### src/rtl/hcr_pkg.sv
package hcr_pkg;

    // Byte offsets within the block (decoded by host software).
    localparam logic [31:0] OFS_CAP_LO = 32'h00;
    localparam logic [31:0] OFS_CAP_HI = 32'h04;
    localparam logic [31:0] OFS_VER    = 32'h08;
    localparam logic [31:0] OFS_MSET   = 32'h0C;
    localparam logic [31:0] OFS_MCLR   = 32'h10;
    localparam logic [31:0] OFS_CFG    = 32'h14;
    localparam logic [31:0] OFS_STS    = 32'h1C;
    localparam logic [31:0] OFS_QSZ    = 32'h24;
    localparam logic [31:0] OFS_SQB_LO = 32'h28;
    localparam logic [31:0] OFS_SQB_HI = 32'h2C;
    localparam logic [31:0] OFS_CQB_LO = 32'h30;
    localparam logic [31:0] OFS_CQB_HI = 32'h34;

    // Configuration word fields.
    localparam int CFG_EN      = 0;
    localparam int CFG_PAGE_LO = 7;
    localparam int CFG_SHN_LO  = 14;
    localparam int CFG_SQE_LO  = 16;
    localparam int CFG_CQE_LO  = 20;

    // Status word fields.
    localparam int STS_RDY     = 0;
    localparam int STS_FATAL   = 1;
    localparam int STS_SHS_LO  = 2;
    localparam logic [1:0] SHS_DONE = 2'b10;

    // Queue size word fields.
    localparam int QSZ_SQ_LO = 0;
    localparam int QSZ_CQ_LO = 16;
    localparam int QSZ_W     = 12;

    // Fixed capability content.
    localparam int CAP_MAX_ENT  = 'h7FF;
    localparam int CAP_CONTIG   = 1;
    localparam int CAP_ARB      = 1;
    localparam int CAP_TMO      = 'hF;
    localparam int CAP_CMDSET   = 1;
    localparam logic [31:0] VER_WORD = 32'h0001_0001;

    // Smallest page is 2^PAGE_SHIFT0 bytes.
    localparam int PAGE_SHIFT0 = 12;

    typedef struct packed {
        logic [31:0] mask;
        logic [31:0] cfg;
        logic [31:0] sts;
        logic [31:0] qsz;
        logic [63:0] sqb;
        logic [63:0] cqb;
        logic        tdn;
        logic        go;
        logic [31:0] rdata;
    } hcr_state_t;

endpackage

### src/rtl/hcr_cap_const.sv
module hcr_cap_const
    import hcr_pkg::*;
#(
    parameter int PAGE_MIN = 0,
    parameter int PAGE_MAX = 0
) (
    output logic [63:0] cap,
    output logic [31:0] ver
);
    logic [31:0] lo_w;
    logic [31:0] hi_w;

    always_comb begin
        lo_w = {8'(CAP_TMO), 5'b0, 2'(CAP_ARB), 1'(CAP_CONTIG), 16'(CAP_MAX_ENT)};
        hi_w = {8'b0, 4'(PAGE_MAX), 4'(PAGE_MIN), 3'b0, 8'(CAP_CMDSET), 5'b0};
    end

    assign cap = {hi_w, lo_w};
    assign ver = VER_WORD;
endmodule

### src/rtl/hcr_cfg_check.sv
module hcr_cfg_check
    import hcr_pkg::*;
#(
    parameter int PAGE_MIN = 0,
    parameter int PAGE_MAX = 0,
    parameter int SQE_MIN  = 6,
    parameter int SQE_MAX  = 6,
    parameter int CQE_MIN  = 4,
    parameter int CQE_MAX  = 4
) (
    input  logic [3:0]        page_fld,
    input  logic [3:0]        sqe_fld,
    input  logic [3:0]        cqe_fld,
    input  logic [QSZ_W-1:0]  sq_last,
    input  logic [QSZ_W-1:0]  cq_last,
    input  logic [63:0]       sq_base,
    input  logic [63:0]       cq_base,
    output logic              cfg_ok
);
    logic [63:0] low_bits;
    logic        bases_ok, page_ok, ent_ok, size_ok;

    always_comb begin
        low_bits = (64'd1 << (PAGE_SHIFT0 + int'(page_fld))) - 64'd1;
        bases_ok = (sq_base != 64'd0) && (cq_base != 64'd0) &&
                   ((sq_base & low_bits) == 64'd0) &&
                   ((cq_base & low_bits) == 64'd0);
        page_ok  = (int'(page_fld) >= PAGE_MIN) && (int'(page_fld) <= PAGE_MAX);
        ent_ok   = (int'(sqe_fld) >= SQE_MIN) && (int'(sqe_fld) <= SQE_MAX) &&
                   (int'(cqe_fld) >= CQE_MIN) && (int'(cqe_fld) <= CQE_MAX);
        // A field of QSZ_W bits cannot pass the 4095 ceiling; only zero is out.
        size_ok  = (sq_last != '0) && (cq_last != '0);
        cfg_ok   = bases_ok && page_ok && ent_ok && size_ok;
    end
endmodule

### src/rtl/hcr_read_mux.sv
module hcr_read_mux
    import hcr_pkg::*;
#(
    parameter int ADDR_W = 12
) (
    input  logic [ADDR_W-1:0] addr,
    input  logic [63:0]       cap,
    input  logic [31:0]       ver,
    input  logic [31:0]       mask,
    input  logic [31:0]       cfg,
    input  logic [31:0]       sts,
    input  logic [31:0]       qsz,
    input  logic [63:0]       sqb,
    input  logic [63:0]       cqb,
    output logic [31:0]       word
);
    always_comb begin
        word = '0;
        case (32'(addr))
            OFS_CAP_LO: word = cap[31:0];
            OFS_CAP_HI: word = cap[63:32];
            OFS_VER:    word = ver;
            OFS_MSET:   word = mask;
            OFS_MCLR:   word = mask;
            OFS_CFG:    word = cfg;
            OFS_STS:    word = sts;
            OFS_QSZ:    word = qsz;
            OFS_SQB_LO: word = sqb[31:0];
            OFS_SQB_HI: word = sqb[63:32];
            OFS_CQB_LO: word = cqb[31:0];
            OFS_CQB_HI: word = cqb[63:32];
            default:    word = '0;
        endcase
    end
endmodule

### src/rtl/hcr_block.sv
module hcr_block
    import hcr_pkg::*;
#(
    parameter int ADDR_W   = 12,
    parameter int PAGE_MIN = 0,
    parameter int PAGE_MAX = 0,
    parameter int SQE_MIN  = 6,
    parameter int SQE_MAX  = 6,
    parameter int CQE_MIN  = 4,
    parameter int CQE_MAX  = 4
) (
    input  logic              clk,
    input  logic              rst_n,
    input  logic              bus_wr,
    input  logic              bus_rd,
    input  logic [ADDR_W-1:0] bus_addr,
    input  logic [31:0]       bus_wdata,
    output logic [31:0]       bus_rdata,
    output logic [31:0]       intr_mask,
    output logic              teardown_req,
    output logic              admin_start,
    output logic [63:0]       adm_sq_base,
    output logic [63:0]       adm_cq_base,
    output logic [11:0]       adm_sq_last,
    output logic [11:0]       adm_cq_last
);
    hcr_state_t st_q, st_d;

    logic [63:0] cap_w;
    logic [31:0] ver_w;
    logic [31:0] rd_word;
    logic        cand_ok;

    hcr_cap_const #(
        .PAGE_MIN(PAGE_MIN),
        .PAGE_MAX(PAGE_MAX)
    ) u_cap (
        .cap(cap_w),
        .ver(ver_w)
    );

    // Check the incoming configuration word against the stored admin setup.
    hcr_cfg_check #(
        .PAGE_MIN(PAGE_MIN), .PAGE_MAX(PAGE_MAX),
        .SQE_MIN(SQE_MIN),   .SQE_MAX(SQE_MAX),
        .CQE_MIN(CQE_MIN),   .CQE_MAX(CQE_MAX)
    ) u_chk_cfg (
        .page_fld(bus_wdata[CFG_PAGE_LO +: 4]),
        .sqe_fld (bus_wdata[CFG_SQE_LO +: 4]),
        .cqe_fld (bus_wdata[CFG_CQE_LO +: 4]),
        .sq_last (st_q.qsz[QSZ_SQ_LO +: QSZ_W]),
        .cq_last (st_q.qsz[QSZ_CQ_LO +: QSZ_W]),
        .sq_base (st_q.sqb),
        .cq_base (st_q.cqb),
        .cfg_ok  (cand_ok)
    );

    hcr_read_mux #(
        .ADDR_W(ADDR_W)
    ) u_rmux (
        .addr(bus_addr),
        .cap (cap_w),
        .ver (ver_w),
        .mask(st_q.mask),
        .cfg (st_q.cfg),
        .sts (st_q.sts),
        .qsz (st_q.qsz),
        .sqb (st_q.sqb),
        .cqb (st_q.cqb),
        .word(rd_word)
    );

    always_comb begin
        st_d       = st_q;
        st_d.tdn   = 1'b0;
        st_d.go    = 1'b0;
        st_d.rdata = '0;

        if (bus_rd) begin
            st_d.rdata = rd_word;
        end

        if (bus_wr) begin
            case (32'(bus_addr))
                OFS_MSET:   st_d.mask = st_q.mask | bus_wdata;
                OFS_MCLR:   st_d.mask = st_q.mask & ~bus_wdata;
                OFS_QSZ:    st_d.qsz  = bus_wdata;
                OFS_SQB_LO: st_d.sqb[31:0]  = bus_wdata;
                OFS_SQB_HI: st_d.sqb[63:32] = bus_wdata;
                OFS_CQB_LO: st_d.cqb[31:0]  = bus_wdata;
                OFS_CQB_HI: st_d.cqb[63:32] = bus_wdata;
                OFS_CFG: begin
                    // Enable transitions first.
                    if (bus_wdata[CFG_EN] && !st_q.cfg[CFG_EN]) begin
                        st_d.cfg = bus_wdata;
                        st_d.sts = '0;
                        if (cand_ok) begin
                            st_d.sts[STS_RDY] = 1'b1;
                            st_d.go           = 1'b1;
                        end else begin
                            st_d.sts[STS_FATAL] = 1'b1;
                        end
                    end else if (!bus_wdata[CFG_EN] && st_q.cfg[CFG_EN]) begin
                        st_d.cfg          = '0;
                        st_d.sts[STS_RDY] = 1'b0;
                        st_d.tdn          = 1'b1;
                    end
                    // Shutdown transitions, seen against the word left above.
                    if ((bus_wdata[CFG_SHN_LO +: 2] != 2'b00) &&
                        (st_d.cfg[CFG_SHN_LO +: 2] == 2'b00)) begin
                        st_d.cfg                   = bus_wdata;
                        st_d.sts[STS_SHS_LO +: 2]  = SHS_DONE;
                        st_d.tdn                   = 1'b1;
                    end else if ((bus_wdata[CFG_SHN_LO +: 2] == 2'b00) &&
                                 (st_d.cfg[CFG_SHN_LO +: 2] != 2'b00)) begin
                        st_d.cfg                   = bus_wdata;
                        st_d.sts[STS_SHS_LO +: 2]  = 2'b00;
                    end
                end
                default: ;
            endcase
        end
    end

    always_ff @(posedge clk) begin
        if (!rst_n) begin
            st_q <= '0;
        end else begin
            st_q <= st_d;
        end
    end

    assign bus_rdata    = st_q.rdata;
    assign intr_mask    = st_q.mask;
    assign teardown_req = st_q.tdn;
    assign admin_start  = st_q.go;
    assign adm_sq_base  = st_q.sqb;
    assign adm_cq_base  = st_q.cqb;
    assign adm_sq_last  = st_q.qsz[QSZ_SQ_LO +: QSZ_W];
    assign adm_cq_last  = st_q.qsz[QSZ_CQ_LO +: QSZ_W];
endmodule

### config.mk
export PLATFORM = sky130hd
export DESIGN_NAME = hcr_block
export DESIGN_NICKNAME = d
export VERILOG_FILES = /design/src/rtl/hcr_pkg.sv /design/src/rtl/hcr_cap_const.sv /design/src/rtl/hcr_cfg_check.sv /design/src/rtl/hcr_read_mux.sv /design/src/rtl/hcr_block.sv
export SDC_FILE = /design/constraint.sdc
export NUM_CORES = 1
export LEC_CHECK = 0
export BUFFER_PORTS_ARGS = -buffer_cell sky130_fd_sc_hd__buf_2
export CAP_MARGIN = 10
export CORE_MARGIN = 2
export CORE_UTILIZATION = 25
export DETAILED_ROUTE_END_ITERATION = 12
export HOLD_SLACK_MARGIN = 0.06
export PLACE_DENSITY = 0.53
export SYNTH_ARGS = -nofsm -noshare
export SYNTH_HDL_FRONTEND = slang
export SYNTH_SLANG_ARGS = --single-unit
### constraint.sdc
create_clock -name clk -period 8.6 [get_ports clk]
set_input_delay 1.72 -clock clk [delete_from_list [all_inputs] [get_ports clk]]
set_output_delay 1.72 -clock clk [all_outputs]
set_load 0.1 [all_outputs]
==> Word-level counts from Yosys, hierarchy flattened <==
Index checks and enable logic that the tools add are counted.
{ "word_totals": {"output_inout_bits": 218, "register_bits": 262, "wordCells": 102} }
{ "op_classes": {"n_addsub": 2, "shifts": 1, "n_reduce_logical": 45, "n_lt_le_gt_ge": 5, "bitwise": 5, "muxes": 18, "n_eq_ne": 12} }
{ "ops": {"columns": ["operator", "n"], "rows": [
  ["$pmux W32 S11", 1],
  ["$mux W32", 6],
  ["$and A64 B64 Y64", 2],
  ["$logic_not A64 Y1", 2],
  ["$reduce_bool A64 Y1", 2],
  ["$pmux W32 S2", 1],
  ["$shl A1 B32 Y64 const A", 1],
  ["$sub A64 B1 Y64 const B", 1],
  ["$eq A12 B6 Y1 const B", 5],
  ["$eq A12 B5 Y1 const B", 3],
  ["$and A32 B32 Y32", 1],
  ["$not A32 Y32", 1],
  ["$or A32 B32 Y32", 1],
  ["$eq A12 B4 Y1 const B", 2],
  ["$reduce_bool A12 Y1", 2],
  ["$reduce_and A2 Y1", 8],
  ["$reduce_and A3 Y1", 5],
  ["$logic_and A1 B1 Y1", 14],
  ["$eq A12 B3 Y1 const B", 1],
  ["$logic_not A12 Y1", 1],
  ["$ge A4 B3 Y1 const B", 2],
  ["$le A4 B3 Y1 const B", 2],
  ["$reduce_bool A2 Y1", 4],
  ["$mux W1", 7],
  ["other kinds (10)", 13]
]} }

==> Logic depth before layout (Yosys ltp) <==
Gate-level depths: netlist of run 1.
{ "logic_depth": {"word_depth": 14, "ltp_mapped": 17, "depth_no_buf": 13} }

==> Hierarchy <==
From an unflattened synthesis of run 1, not the netlist that was laid out.
{ "hier_totals": {"cells_unflattened": 1916, "area_unflattened_um2": 15747.6} }
{ "modules_own_cells": {"columns": ["mod", "n_inst", "seq_area_each_um2", "area_per_inst_um2", "cells_each"], "rows": [
  ["hcr_block", 1, 5225.0, 10806.6, 1207],
  ["hcr_read_mux", 1, 0.0, 2811.4, 395],
  ["hcr_cfg_check", 1, 0.0, 1401.3, 216],
  ["hcr_cap_const", 1, 0.0, 728.2, 98]
]} }

==> Worst setup path after synthesis of run 1 <==
No wires, ideal clock.
{ "synth_path": {"path_type": "input port to flip-flop", "start": "input bus_wdata[9]", "end": "register st_q[194] (netlist bit)", "setup_ns": 0.088, "n_path_buf": 4, "slack_ns": 3.795, "t_arrival_ns": 4.717, "stages": 16, "path_cell_list": "buf_2 buf_2 inv_2 ha_1 buf_4 and3_1 nand2_1 ha_1 buf_6 nor2b_1 a31oi_1 o31ai_4 nand2_1 nand4_1 or4_1 o32ai_2"} }
{ "synth_via": {"elab_chain_cells": 12, "elab_cells_between_ends": 15, "classes_between": "add/sub: 2; order compare: 1; shift: 1; mux: 2; bitwise: 2; reduce/logical: 7"} }
{ "synth_lines": {"columns": ["item", "line", "source"], "rows": [
  ["from (decl)", "hcr_block.sv:17", "input logic [31:0] bus_wdata,"],
  ["$add A4 B4 Y5", "hcr_cfg_check.sv:24", "low_bits = (64'd1 << (PAGE_SHIFT0 + int'(page_fld))) - 64'd1;"],
  ["$shl A1 B32 Y64", "hcr_cfg_check.sv:24", null],
  ["$sub A64 B1 Y64", "hcr_cfg_check.sv:24", null],
  ["$and A64 B64 Y64", "hcr_cfg_check.sv:26", "((sq_base & low_bits) == 64'd0) &&"],
  ["$logic_not A64 Y1", "hcr_cfg_check.sv:26", null],
  ["$logic_and A1 B1 Y1", "hcr_cfg_check.sv:25", "bases_ok = (sq_base != 64'd0) && (cq_base != 64'd0) &&"],
  ["$logic_and A1 B1 Y1", "hcr_cfg_check.sv:26", null],
  ["$logic_and A1 B1 Y1 (*) (3 in series)", "hcr_cfg_check.sv:33", "cfg_ok = bases_ok && page_ok && ent_ok && size_ok;"],
  ["$mux W1 (*)", "hcr_block.sv:97", "if (cand_ok) begin"],
  ["$mux W1 (*)", "hcr_block.sv:94", "if (bus_wdata[CFG_EN] && !st_q.cfg[CFG_EN]) begin"],
  ["to (signal assigned)", "hcr_block.sv:129", "st_q <= st_d;"],
  ["to (decl)", "hcr_block.sv:27", "hcr_state_t st_q, st_d;"]
]} }
Mark *: on every way between the ends. The rest lies on a longest branch, timed or not.
A chain may end at the register's enable or synchronous reset.

==> Worst setup path after layout of run 1 <==
{ "layout_path": {"start": "input bus_wdata[9]", "end": "register st_q (netlist bit admin_start)"} }
{ "layout_via": {"elab_chain_cells": 11, "elab_cells_between_ends": 14, "classes_between": "add/sub: 2; order compare: 1; shift: 1; mux: 1; bitwise: 2; reduce/logical: 7"} }
{ "layout_lines": {"columns": ["item", "line"], "rows": [
  ["$add A4 B4 Y5", "hcr_cfg_check.sv:24"],
  ["$shl A1 B32 Y64", "hcr_cfg_check.sv:24"],
  ["$sub A64 B1 Y64", "hcr_cfg_check.sv:24"],
  ["$and A64 B64 Y64", "hcr_cfg_check.sv:26"],
  ["$logic_not A64 Y1", "hcr_cfg_check.sv:26"],
  ["$logic_and A1 B1 Y1", "hcr_cfg_check.sv:25"],
  ["$logic_and A1 B1 Y1", "hcr_cfg_check.sv:26"],
  ["$logic_and A1 B1 Y1 (*) (3 in series)", "hcr_cfg_check.sv:33"],
  ["$mux W1 (*)", "hcr_block.sv:97"]
]} }
Marks and branches as above.

==> out/metrics.cfg, run 1 <==
[synthesis]
synth-edff-count = 0
synth_top_family_by_area = compound AO/OA/AOI/OAI gates
yosysTopAreaCellShare = 0.366
avgSynthCellArea_um2 = 7.98
synth_ff_type = dfxtp_1
syn_inst = 1788
synth_fa_ha_area_frac = 0.00877
synth_fp_nets = 1846
synthSimpleGateAreaFrac = 0.219
synth_mux_area_frac = 0.000701
synthXorXnorAreaFrac = 0.00184
syn_area_um2 = 14300
synth-compound-area-share = 0.240
synth_seq_area_share = 0.366
yosys_warnings = 0
synth-async-reset-ratio = 0
ys_types = 80
yosysTopAreaCell = dfxtp_1
ys_seq_elements = 261
synth_area_leaders = dfxtp_1 (37%), buf_4 (11%), nand2_1 (11%)

[placement]
routabilityCongestion = 0.932
post-dp-hpwl_um = 50700
portBuffers = 265
dpl.cell_count = 2457

[setup_path]
worstPathArrival_ps = 6130
cp_max_fo = 34
crit_slowest_cell = ha_1
crit_chain = buf_2 > inv_2 > ha_1 > and3_1 > nand2_1 > ha_1 > nor2_1 > a21oi_1 > nor2_1 > a2111oi_0 > nand4_1 > nor4_2 > and3_1
rr_worst_depth = 8
slowest_delay_ps = 680
start_kind = input pin
end_kind = flop
worstSetupPathType = input pin to flop
crit_required_ps = 9090

[pwr]
p_leak_uw = 0.00575
power_density_nw_per_um2 = 180
total_power_uw = 2810
vdd_drop_max_v = 0.000107

[routing]
drt-pass1-iter-count = 9
wl_per_cell_um = 28.1
vias = 13613
first_iter_violations = 1729
via_per_inst = 5.41
drc = 0
drt-total-wl_um = 70600
ant_nets = 0

[layout]
multiInputGateArea_um2 = 6820
layout.cells.non_filler = 2516
final_util = 0.277
diodes = 0
n_fill_cell = 6193
finalNetCount = 1795
ff_latch_area_um2 = 5230
final_common_cell = nand2_1
final_cell_mix = nand2_1 (407), buf_2 (264), dfxtp_1 (261), a21boi_1 (195), a22oi_1 (73)
layout-drive-gt1-share = 0.214
area_growth_pct = 9.50

[sta]
max_clock_freq_mhz = 177
rsz0062_at_grt = no
fin_setup_tns_ps = 0
slew_headroom = 0.201
worstMarginPinSlew_ps = 1200
whs_ps = 456
fin_skew_ps = 18.1
hold_viol_final = 0
drv_slew = 0
finalSetupViolCount = 0
layout_min_cycle_time_ps = 5630
period_share = 0.655

[floorplan]
ios = 266
coreArea_um2 = 56400
fp.dieArea_um2 = 59000
start_util = 0.253
die_w_um = 243
num_rows = 87
die_h_um = 243

[global_route]
grt_pass1_wl_um = 98600
grt_use_met1 = 0.309
top_usage_layer = met2
use_met3 = 0.0395
grt_max_degree = 103
antenna_found_initial = 3
grt_overflow = 0
globalRouteMet2Util = 0.377
grt_pass1_vias = 12648
grtUsageTotal = 0.230

[clock_tree]
clkTransAtPathRegs_ps = 60
cts.path.max_buffers = 3
cts_made_buffers = 34
post_cts_buffers = 0
cts.sink_count = 261
cts-root-buf = clkbuf_16
htreeDepth = 2
cts_tree = done
cts_hold_buf = 0
clkLatencyLatePin_ps = 560
post_cts_resized = 0

[status]
status = completed

[job]
maxCapViolCount = 0

[hold_path]
hold_path.class = flop to flop
holdPathStages = 2

==> report_power, final <==
group	switching [µW]	internal, µW
registers	0.210	1210
logic	90.7	42.1
clock network	584	883
total	675	2130
==> layout make-up <==
cell class | instances | share of cell area
repair buffers | 286 | 0.0951
inverters | 9 | 0.00216
flip-flops and latches | 261 | 0.334
clock buffers | 51 | 0.0630
multi-input cells | 1145 | 0.436
well taps | 756 | 0.0605
clock inverters | 8 | 0.00857
==> stage by stage <==
stage	cell area, µm²	setup slack, ps
global placement	14500	2610
finish	15600	2970
global route	15600	2810
CTS	15600	3160
floorplan	14300	3800
detailed placement	14500	2600
==> synth_stat cells, types with 3 or more instances <==
master       n
nand2_1    412
dfxtp_1    261
buf_4      217
a21boi_1   195
clkbuf_1    96
a22oi_1     73
buf_2       54
nor2_1      46
nor4_1      45
nand3_1     43
nor2b_1     37
a21oi_1     32
a31oi_1     31
a222oi_1    28
a221oi_1    18
nor3_1      18
nand4_1     14
o21ai_0     14
ha_1        10
and2_1       8
and3_1       7
inv_1        7
nand2b_1     7
o21ai_1      6
o21bai_1     6
nor4b_1      5
o22ai_1      5
a2111oi_0    4
a221o_1      4
buf_1        4
o22a_1       4
a22o_1       3
nor3b_1      3
o21a_1       3
o31a_1       3
xnor2_1      3
==> logic make-up (layout without fill, tap and decap cells) <==
family | Yosys count | in the layout
xor gates and xnor gates | 3 | 3
buffers and inverters | 382 | 354
muxes | 1 | 1
adders and majority gates | 10 | 10
and+or+nand+nor | 675 | 675
AOI/OAI and AO/OA | 456 | 456
DFF | 261 | 261
==> state kept, by name, summed over array words and instances, names as in the netlist <==
register and cells:
adm_cq_base 64, adm_sq_base 64, st_q 43, bus_rdata 32, intr_mask 32, adm_cq_last 12, adm_sq_last 12, admin_start 1
teardown_req 1
==> critical path, delay by kind of cell <==
| family | cells | cell delay, ps |
|---|---|---|
| AND/OR/NAND/NOR | 7 | 1680 |
| adder cells (fa/ha/maj) | 2 | 1150 |
| AO/OA/AOI/OAI | 2 | 860 |
| buffers and inverters | 2 | 680 |
==> path summary, 6_finish.rpt <==
kind | end | startpoint | slack (ps)
max | admin_start$_SDFF_PN0_ | bus_wdata[9] | 2970
min | st_q[176]$_SDFFE_PN0P_ | st_q[176]$_SDFFE_PN0P_ | 460
min reg2reg | st_q[176]$_SDFFE_PN0P_ | st_q[176]$_SDFFE_PN0P_ | 460
max reg2reg | st_q[239]$_SDFFE_PN0P_ | st_q[226]$_SDFFE_PN0P_ | 5840
==> layer usage <==
| layer | wire [µm] | up-vias |
|---|---|---|
| li1 | - | 5962 |
| met5 | 0 | - |
| met2 | 32900 | 748 |
| met4 | 1870 | 0 |
| met3 | 5370 | 117 |
| met1 | 30400 | 6786 |
(Power assumes the default switching activity.)
==> run 2, diff against run 1 <==
- clock period: 8.6 -> 5.2 ns (I/O delays scaled with it)
==> out/metrics.cfg, run 2 (synthesized netlist as in run 1, its figures left out) <==
[status]
status = completed

[layout]
layout-drive-gt1-share = 0.220
final_common_cell = nand2_1
area_growth_pct = 9.96
final_cell_mix = nand2_1 (409), buf_2 (264), dfxtp_1 (261), a21boi_1 (195), a22oi_1 (73)
final_cell_area_um2 = 15700
final_util = 0.278
finalNetCount = 1813

[sta]
whs_ps = 453
hold_viol_final = 0
fin_skew_ps = 23.8
finalSetupViolCount = 0
fin_setup_tns_ps = 0
drv_slew = 0
max_clock_freq_mhz = 248
rsz0062_at_grt = no
period_share = 0.777
slew_headroom = 0.281
worstMarginPinSlew_ps = 1080
layout_min_cycle_time_ps = 4040

[routing]
drt-total-wl_um = 71700
drc = 0
wl_per_cell_um = 28.3
first_iter_violations = 1557
via_per_inst = 5.34
ant_nets = 0
drt-pass1-iter-count = 5
vias = 13549

[global_route]
grt_pass1_wl_um = 101000
antenna_found_initial = 0
grt_pass1_vias = 12727
grtUsageTotal = 0.235
grt_max_degree = 113
grt_overflow = 0

[clock_tree]
clkTransAtPathRegs_ps = 70
cts-root-buf = clkbuf_16
post_cts_resized = 0
cts.sink_count = 261
post_cts_buffers = 0
cts_made_buffers = 31
clkLatencyLatePin_ps = 610
cts_tree = done
cts.path.max_buffers = 3
cts_hold_buf = 0
htreeDepth = 1

[pwr]
vdd_drop_max_v = 0.000233
swShare = 0.249
p_int_uw = 3390
p_leak_uw = 0.00580
combPwrFrac = 0.051
pwr-share-seq = 0.443
power_density_nw_per_um2 = 287
power_switching_uw = 1120
p_clk_frac = 0.506

[floorplan]
start_util = 0.253
die_h_um = 243
die_w_um = 243
num_rows = 87
fp.dieArea_um2 = 59000
ios = 266
coreArea_um2 = 56400

[placement]
dpl-instance-area_um2 = 14600
routabilityCongestion = 0.927
portBuffers = 265
post-dp-hpwl_um = 52300

[hold_path]
hold_path.class = flop to flop

[setup_path]
r2r_slack_ps = 2440
worstSetupPathType = input pin to flop
cp_max_fo = 13
crit_chain = buf_2 > inv_1 > ha_1 > and3_1 > nand2_1 > ha_1 > or3b_4 > mux2i_1 > nor3_1 > a21oi_1 > nand4_1 > or4_1 > o32ai_2
slowest_delay_ps = 610
cpMostUsedCell = ha_1
start_kind = input pin
worstPathArrival_ps = 4560
end_kind = flop
crit_slowest_cell = or4_1
crit_required_ps = 5720

[job]
maxCapViolCount = 0

==> run 2: changes by cell type in the layout (fill, tap and decap cells not counted), sizes merged <==
cell and delta:
buf +21, clkinv +3, clkbuf -4, clkinvlp +1, diode +2, bufinv -1
==> run 2: per-layer routing <==
metal / vias up / wire length (µm) / track usage
li1: 5989 / - / -
met1: 6885 / 31900 / 0.321
met2: 598 / 33900 / 0.393
met3: 77 / 4530 / 0.0308
met4: 0 / 1420 / 0.0521
met5: - / 0 / 0
==> run 2: worst max-delay path: cells and delay by family <==
family,cells,cell delay [ps]
AOI/OAI and AO/OA,2,440
adders and majority gates,2,800
buffers and inverters,2,410
muxes,1,270
and+or+nand+nor,6,1580
==> run 2: final cells by class <==
type	instances	area, µm²
fillers	6242	40700
flip-flops and latches	261	5230
diodes	2	5.00
multi-input cells	1145	6800
well taps	756	946
clock inverters	11	126
inverters	9	33.8
repair buffers	307	1640
clock buffers	47	916
==> run 2: final timing paths <==
path	startpoint	to	cells past startpoint
max	bus_wdata[10]	st_q[194]$_SDFFE_PN0P_	13
min	st_q[190]$_SDFFE_PN0P_	st_q[190]$_SDFFE_PN0P_	2
max reg2reg	st_q[226]$_SDFFE_PN0P_	st_q[194]$_SDFFE_PN0P_	8
min reg2reg	st_q[190]$_SDFFE_PN0P_	st_q[190]$_SDFFE_PN0P_	2
==> run 2: stage by stage <==
step           total power [µW]  setup slack, ps  cells
2_1_floorplan              2190             1080   1788
5_1_grt                    4630              955   2536
4_1_cts                    4540             1190   2536
6_report                   4510             1160   2538
3_3_place_gp               2270              583   2478
3_5_place_dp               2270              553   2478
==> run 2: power groups by stage <==
stage | clock, µW | combinational [µW] | sequential (µW)
2_1_floorplan | 0 | 144 | 2040
3_3_place_gp | 0 | 227 | 2040
3_5_place_dp | 0 | 226 | 2040
4_1_cts | 2310 | 226 | 2000
5_1_grt | 2400 | 240 | 2000
6_report | 2280 | 230 | 2000
